File: src/rtl/cfgs_pkg.sv
package cfgs_pkg;

    typedef enum logic [1:0] {
        HS_IDLE,
        HS_LOW,
        HS_WAIT
    } cfgs_hs_e;

    typedef enum logic [2:0] {
        ST_IDLE,
        ST_PROG,
        ST_HDR,
        ST_PRE,
        ST_DATA,
        ST_CHK,
        ST_TRL,
        ST_FIN
    } cfgs_state_e;

    typedef struct packed {
        logic       fire;
        logic [7:0] data;
    } cfgs_emit_t;

    localparam logic [7:0] SYNC_BYTE  = 8'h4F;
    localparam logic [7:0] CHECK_BYTE = 8'h4B;
    localparam logic [7:0] FILL_BYTE  = 8'hFF;

    localparam int HDR_LEN = 8;
    localparam int TRL_LEN = 9;

    // Fixed lead-in written before the first frame
    function automatic logic [7:0] hdr_byte(input logic [3:0] i);
        case (i)
            4'd3:    return SYNC_BYTE;
            4'd4:    return 8'h80;
            4'd5:    return 8'hAF;
            4'd6:    return 8'h9B;
            4'd7:    return CHECK_BYTE;
            default: return FILL_BYTE;
        endcase
    endfunction

    // Fixed tail written after the last frame
    function automatic logic [7:0] trl_byte(input logic [3:0] i);
        return (i == 4'd1) ? CHECK_BYTE : FILL_BYTE;
    endfunction

endpackage

File: src/rtl/cfgs_pin_hs.sv
module cfgs_pin_hs
    import cfgs_pkg::*;
#(
    parameter int PROG_LOW_CYC = 25,
    parameter int INIT_TIMEOUT = 100000
) (
    input  logic clk,
    input  logic rst,
    input  logic kick,
    input  logic init_n,
    output logic prog_n,
    output logic init_seen,
    output logic init_lost
);
    localparam int PW = $clog2(PROG_LOW_CYC + 1);
    localparam int TW = $clog2(INIT_TIMEOUT + 1);

    cfgs_hs_e        hs_st;
    logic [PW-1:0]   low_cnt;
    logic [TW-1:0]   wait_cnt;
    logic            wait_last;

    assign wait_last = (wait_cnt == TW'(INIT_TIMEOUT - 1));
    assign prog_n    = (hs_st != HS_LOW);
    assign init_seen = (hs_st == HS_WAIT) && init_n;
    assign init_lost = (hs_st == HS_WAIT) && !init_n && wait_last;

    always_ff @(posedge clk) begin
        if (rst) begin
            hs_st    <= HS_IDLE;
            low_cnt  <= '0;
            wait_cnt <= '0;
        end else begin
            case (hs_st)
                HS_IDLE: begin
                    if (kick) begin
                        hs_st   <= HS_LOW;
                        low_cnt <= PW'(PROG_LOW_CYC - 1);
                    end
                end
                HS_LOW: begin
                    if (low_cnt == '0) begin
                        hs_st    <= HS_WAIT;
                        wait_cnt <= '0;
                    end else begin
                        low_cnt <= low_cnt - 1'b1;
                    end
                end
                HS_WAIT: begin
                    if (init_n || wait_last) begin
                        hs_st <= HS_IDLE;
                    end else begin
                        wait_cnt <= wait_cnt + 1'b1;
                    end
                end
                default: hs_st <= HS_IDLE;
            endcase
        end
    end
endmodule

File: src/rtl/cfgs_pacer.sv
module cfgs_pacer #(
    parameter int SPACING = 4
) (
    input  logic clk,
    input  logic rst,
    input  logic fire,
    output logic slot_ok
);
    localparam int CW = (SPACING > 1) ? $clog2(SPACING) : 1;

    logic [CW-1:0] gap_cnt;

    assign slot_ok = (gap_cnt == '0);

    always_ff @(posedge clk) begin
        if (rst) begin
            gap_cnt <= '0;
        end else if (fire) begin
            gap_cnt <= CW'(SPACING - 1);
        end else if (gap_cnt != '0) begin
            gap_cnt <= gap_cnt - 1'b1;
        end
    end
endmodule

File: src/rtl/cfgs_seq.sv
module cfgs_seq
    import cfgs_pkg::*;
#(
    parameter int FRAME_LEN = 21,
    parameter int FRAMES    = 1024
) (
    input  logic       clk,
    input  logic       rst,
    input  logic       start,
    input  logic       init_seen,
    input  logic       init_lost,
    input  logic       init_n,
    input  logic       done_pin,
    input  logic       slot_ok,
    input  logic       src_valid,
    input  logic [7:0] src_data,
    output logic       kick,
    output logic       fire,
    output logic       src_ready,
    output logic       cfg_strobe,
    output logic [7:0] cfg_data,
    output logic       busy,
    output logic       done_ok,
    output logic       error
);
    localparam int IMAX = (FRAME_LEN > TRL_LEN) ? FRAME_LEN : TRL_LEN;
    localparam int IW   = ($clog2(IMAX + 1) > 4) ? $clog2(IMAX + 1) : 4;
    localparam int FW   = $clog2(FRAMES + 1);

    cfgs_state_e   state;
    logic [IW-1:0] idx;
    logic [FW-1:0] frames_left;
    logic          frame_go;
    cfgs_emit_t    emit;

    assign kick      = (state == ST_IDLE) && start;
    assign busy      = (state != ST_IDLE);
    assign src_ready = (state == ST_DATA) && slot_ok;
    assign frame_go  = init_n && !done_pin && (frames_left != '0);
    assign fire      = emit.fire;

    always_comb begin
        emit = '{fire: 1'b0, data: FILL_BYTE};
        case (state)
            ST_HDR:  emit = '{fire: slot_ok, data: hdr_byte(idx[3:0])};
            ST_PRE:  emit = '{fire: slot_ok && frame_go, data: SYNC_BYTE};
            ST_DATA: emit = '{fire: slot_ok && src_valid, data: src_data};
            ST_CHK:  emit = '{fire: slot_ok, data: CHECK_BYTE};
            ST_TRL:  emit = '{fire: slot_ok, data: trl_byte(idx[3:0])};
            default: emit = '{fire: 1'b0, data: FILL_BYTE};
        endcase
    end

    always_ff @(posedge clk) begin
        if (rst) begin
            cfg_strobe <= 1'b0;
            cfg_data   <= '0;
        end else begin
            cfg_strobe <= emit.fire;
            if (emit.fire) cfg_data <= emit.data;
        end
    end

    always_ff @(posedge clk) begin
        if (rst) begin
            state       <= ST_IDLE;
            idx         <= '0;
            frames_left <= '0;
            done_ok     <= 1'b0;
            error       <= 1'b0;
        end else begin
            case (state)
                ST_IDLE: begin
                    if (start) begin
                        state       <= ST_PROG;
                        done_ok     <= 1'b0;
                        error       <= 1'b0;
                        frames_left <= FW'(FRAMES);
                        idx         <= '0;
                    end
                end
                ST_PROG: begin
                    if (init_seen) begin
                        state <= ST_HDR;
                        idx   <= '0;
                    end else if (init_lost) begin
                        state <= ST_IDLE;
                        error <= 1'b1;
                    end
                end
                ST_HDR: begin
                    if (emit.fire) begin
                        if (idx == IW'(HDR_LEN - 1)) begin
                            state <= ST_PRE;
                            idx   <= '0;
                        end else begin
                            idx <= idx + 1'b1;
                        end
                    end
                end
                ST_PRE: begin
                    if (slot_ok) begin
                        state <= frame_go ? ST_DATA : ST_TRL;
                        idx   <= '0;
                    end
                end
                ST_DATA: begin
                    if (emit.fire) begin
                        if (idx == IW'(FRAME_LEN - 1)) begin
                            state <= ST_CHK;
                        end else begin
                            idx <= idx + 1'b1;
                        end
                    end
                end
                ST_CHK: begin
                    if (emit.fire) begin
                        state       <= ST_PRE;
                        frames_left <= frames_left - 1'b1;
                    end
                end
                ST_TRL: begin
                    if (emit.fire) begin
                        if (idx == IW'(TRL_LEN - 1)) begin
                            state <= ST_FIN;
                        end else begin
                            idx <= idx + 1'b1;
                        end
                    end
                end
                ST_FIN: begin
                    state <= ST_IDLE;
                    if ((frames_left == '0) && done_pin) done_ok <= 1'b1;
                    else                                 error   <= 1'b1;
                end
                default: state <= ST_IDLE;
            endcase
        end
    end
endmodule

File: src/rtl/cfg_streamer_top.sv
module cfg_streamer_top #(
    parameter int FRAME_LEN    = 21,
    parameter int FRAMES       = 1024,
    parameter int PROG_LOW_CYC = 25,
    parameter int INIT_TIMEOUT = 100000,
    parameter int SPACING      = 4
) (
    input  logic       clk,
    input  logic       rst,
    input  logic       start,
    input  logic       init_n,
    input  logic       done_pin,
    output logic       prog_n,
    output logic       cfg_strobe,
    output logic [7:0] cfg_data,
    input  logic       src_valid,
    input  logic [7:0] src_data,
    output logic       src_ready,
    output logic       busy,
    output logic       done_ok,
    output logic       error
);
    logic kick;
    logic init_seen;
    logic init_lost;
    logic slot_ok;
    logic fire;

    cfgs_pin_hs #(
        .PROG_LOW_CYC (PROG_LOW_CYC),
        .INIT_TIMEOUT (INIT_TIMEOUT)
    ) u_pin_hs (
        .clk       (clk),
        .rst       (rst),
        .kick      (kick),
        .init_n    (init_n),
        .prog_n    (prog_n),
        .init_seen (init_seen),
        .init_lost (init_lost)
    );

    cfgs_pacer #(
        .SPACING (SPACING)
    ) u_pacer (
        .clk     (clk),
        .rst     (rst),
        .fire    (fire),
        .slot_ok (slot_ok)
    );

    cfgs_seq #(
        .FRAME_LEN (FRAME_LEN),
        .FRAMES    (FRAMES)
    ) u_seq (
        .clk        (clk),
        .rst        (rst),
        .start      (start),
        .init_seen  (init_seen),
        .init_lost  (init_lost),
        .init_n     (init_n),
        .done_pin   (done_pin),
        .slot_ok    (slot_ok),
        .src_valid  (src_valid),
        .src_data   (src_data),
        .kick       (kick),
        .fire       (fire),
        .src_ready  (src_ready),
        .cfg_strobe (cfg_strobe),
        .cfg_data   (cfg_data),
        .busy       (busy),
        .done_ok    (done_ok),
        .error      (error)
    );
endmodule

File: config.mk
export PLATFORM = sky130hd
export DESIGN_NAME = cfg_streamer_top
export DESIGN_NICKNAME = d
export VERILOG_FILES = /design/src/rtl/cfgs_pkg.sv /design/src/rtl/cfgs_pin_hs.sv /design/src/rtl/cfgs_pacer.sv /design/src/rtl/cfgs_seq.sv /design/src/rtl/cfg_streamer_top.sv
export SDC_FILE = /design/constraint.sdc
export NUM_CORES = 1
export LEC_CHECK = 0
export CORE_ASPECT_RATIO = 0.7
export CORE_MARGIN = 2
export CORE_UTILIZATION = 55
export CTS_CLUSTER_DIAMETER = 120
export DETAILED_ROUTE_END_ITERATION = 7
export MAX_ROUTING_LAYER = met4
export PLACE_DENSITY = 0.79
export SKIP_LAST_GASP = 1
export SLEW_MARGIN = 20
export SYNTH_ARGS = -nofsm -noshare
export SYNTH_HDL_FRONTEND = slang
export SYNTH_HIERARCHICAL = 1
export SYNTH_SLANG_ARGS = --single-unit
File: constraint.sdc
create_clock -name clk -period 2.74 [get_ports clk]
set_clock_uncertainty 0.2 [all_clocks]
set_input_delay 0.822 -clock clk [delete_from_list [all_inputs] [get_ports clk]]
set_output_delay 0.822 -clock clk [all_outputs]
set_load 0.01 [all_outputs]
==> impl_metrics.py <==
metrics = {
    "outcome": {
        "outcome": "finished clean",
    },
    "setup_path": {
        "crit_required_ns": 2.75,
        "path_cells": "clkdlybuf4s50_1 -> nand2b_1 -> nor2_2 -> nor4b_1 -> or3_1 -> a211oi_2 -> buf_4 -> a41oi_1 -> a21boi_1",
        "critPathCaptureType": "flip-flop",
        "crit_type": "primary input to flip-flop",
        "cpPeakStageDelay_ns": 0.46,
        "start_kind": "primary input",
        "critPathSlowestCell": "clkdlybuf4s50_1",
        "worstPathMaxFanout": 3,
        "cp.arrival_ns": 2.69,
    },
    "clock_network": {
        "numCtsBuffers": 5,
        "clk_pin_slew_worst_paths_ns": 0.10,
        "cts_tree": "built",
        "cts_hold_buf": 0,
        "htree_levels": 2,
        "cts_sinks": 56,
        "clk_path_buf_depth": 2,
        "root_buffer": "clkbuf_8",
        "clock_latency_ns": 0.32,
    },
    "grt": {
        "gr-usage-met2": 0.3341,
        "grt_pass1_vias": 2795,
        "grt_overflow": 0,
        "antenna_found_initial": 0,
        "top_usage_layer": "met2",
        "grt_use_total": 0.2355,
        "grt_pass1_wl_um": 12880,
        "grt_util_met1": 0.3338,
        "met3_usage": 0.04767,
        "grt_max_degree": 30,
    },
    "synth": {
        "synthXorXnorAreaFrac": 0.03690,
        "synth-seq-cells": 56,
        "synth_top_family_by_area": "simple AND/OR/NAND/NOR gates",
        "synth_cell_type_count": 76,
        "syn-instance-count": 396,
        "avgSynthCellArea_um2": 8.392,
        "synth-simple-area-share": 0.3140,
        "synth_edf_count": 0,
        "synth-main-ff-cell": "dfxtp_1",
        "yosysSeqAreaShare": 0.3373,
        "synth.yosys.warnings": 6,
        "synth_mux_area_frac": 0.01205,
        "synth_compound_area_frac": 0.2067,
        "synth_nets": 418,
        "synthAdderAreaFrac": 0.03012,
        "synthesis.area_mm2": 0.003323,
        "async_flop_share": 0,
    },
    "placed_design": {
        "hpwl_um": 5446,
        "post-place-ws_ns": -0.3263,
        "io_buffers": 27,
        "gp_congestion": 0.8338,
    },
    "routing": {
        "vias": 3086,
        "detail-route-antenna-nets": 0,
        "drt-initial-drc-count": 226,
        "wl_um": 7719,
        "first_pass_iters": 6,
        "wl_per_cell_um": 15.22,
        "drc": 0,
        "routed_via_density": 6.087,
    },
    "power": {
        "power_mw": 3.413,
        "vdd_drop_max_uv": 518.5,
        "p_leak_nw": 1.398,
        "powerDensity_mw_per_mm2": 889.7,
    },
    "sta": {
        "min_period_ns": 2.687,
        "hold_viol": 0,
        "relSlewSlack": 0.6485,
        "drv_slew": 0,
        "worstMarginPinSlew_ns": 0.5261,
        "grt_setup_unrepaired": "yes",
        "layout_setup_ws_ns": 0.05286,
        "holdWs_ns": 0.2863,
        "fin_crit_sh": 0.9807,
        "max_freq_mhz": 372.1,
        "setup_violations": 0,
    },
    "floorplanning": {
        "die-height_um": 69.04,
        "io_pins": 28,
        "coreArea_mm2": 0.005784,
        "dieArea_mm2": 0.006690,
        "rows": 23,
        "die_x_um": 96.91,
        "initial_core_util": 0.5745,
    },
    "cells_and_area": {
        "drive_gt1_frac": 0.1435,
        "n_antenna_cell": 0,
        "final_common_cell": "dfxtp_1",
        "mostFrequentLayoutCells": "dfxtp_1, nor2_1, a21oi_1, clkdlybuf4s50_1, nand2_1",
        "area.growth.synth_to_final_pct": 15.44,
        "final_util": 0.6632,
        "layout.nets": 453,
    },
    "worst_hold_path": {
        "hold_path.class": "flip-flop to flip-flop",
    },
    "job": {
        "drv_cap": 0,
    },
}
## cell families after synthesis
kind of cell,Yosys count
AOI/OAI and AO/OA,99
xor gates and xnor gates,14
adders and majority gates,8
buffers and inverters,36
DFF,56
muxes,4
and+or+nand+nor,179
## what timing repair did
item	4_1_cts	5_1_grt
hold endpoints to repair	0	0
endpoints found under the setup margin	2	8
buffers inserted	1	1
cloned	0	0
resized for setup	1	5
pin swaps	1	2
## state kept, by name, indices dropped and copies added (netlist names)
signal and count:
u_pin_hs/low_cnt 5, u_seq/idx 5, u_seq/done_ok 1, u_seq/state 3, u_seq/cfg_data 8, u_pin_hs/wait_cnt 17
u_seq/frames_left 11, u_pacer/gap_cnt 2, u_seq/error 1, u_pin_hs/hs_st 2, u_seq/cfg_strobe 1
## cells in the mapped netlist (4+ instances only)
cell type | instances | area, µm²
xnor2_1 | 10 | 87.58
a21oi_1 | 34 | 170.2
ha_1 | 8 | 100.1
or4_1 | 9 | 67.56
dfxtp_1 | 56 | 1121
o31ai_1 | 6 | 45.04
clkbuf_1 | 4 | 15.01
mux2i_1 | 4 | 40.04
nand2_1 | 27 | 101.4
nor2b_1 | 4 | 25.02
o21ai_0 | 12 | 60.06
nand2b_1 | 7 | 43.79
o21ai_1 | 7 | 35.03
and3_1 | 5 | 31.28
and2_1 | 5 | 31.28
nor2_1 | 42 | 157.7
o211ai_1 | 7 | 52.55
buf_6 | 5 | 56.30
xor2_1 | 4 | 35.03
nand3_1 | 13 | 65.06
nand4_1 | 6 | 37.54
nor3_1 | 12 | 60.06
or3_1 | 10 | 62.56
inv_1 | 18 | 67.56
## worst paths after layout
kind / from / end / slack [ns] / depth (start not counted)
max: init_n / u_seq/state[1] / 0.05 / 9
min: u_seq/frames_left[0] / u_seq/frames_left[0] / 0.29 / 2
max reg2reg: u_pin_hs/wait_cnt[1] / u_seq/state[1] / 0.15 / 10
min reg2reg: u_seq/frames_left[0] / u_seq/frames_left[0] / 0.29 / 2
## final cells by class
cell class	instances	area [µm²]
clock buffer	6	72.57
clock inverter	2	35.03
fill	473	1948
inverter	19	71.32
multi-input combinational	304	2012
sequential	56	1121
tap	75	93.84
timing repair buffer	45	430.4
## worst max-delay path, delay by kind of cell
kind,cells,cell delay (ns)
and+or+nand+nor,4,0.78
buffers and inverters,2,0.62
AOI/OAI and AO/OA,3,0.47
## layer usage
| metal | vias up | wire length, µm |
|---|---|---|
| met4 | 0 | 126 |
| met3 | 15 | 525 |
| met2 | 109 | 3174 |
| met5 | - | 0 |
| met1 | 1443 | 3892 |
| li1 | 1519 | - |
## per-stage QoR
step / instances / instance area [µm²] / TNS, ns
detailed placement: 497 / 3695 / -2.019
global route: 507 / 3836 / -0.03121
finish: 507 / 3836 / 0
floorplan: 396 / 3323 / 0
global placement: 497 / 3695 / -1.380
CTS: 506 / 3815 / -0.009042
## report_power, final
group	leakage [nW]	internal [mW]	switching (mW)
logic	0.888	0.787	0.970
clock network	0.0552	0.272	0.278
registers	0.455	0.965	0.141
total	1.40	2.02	1.39
Power figures use the tool's default switching activity.
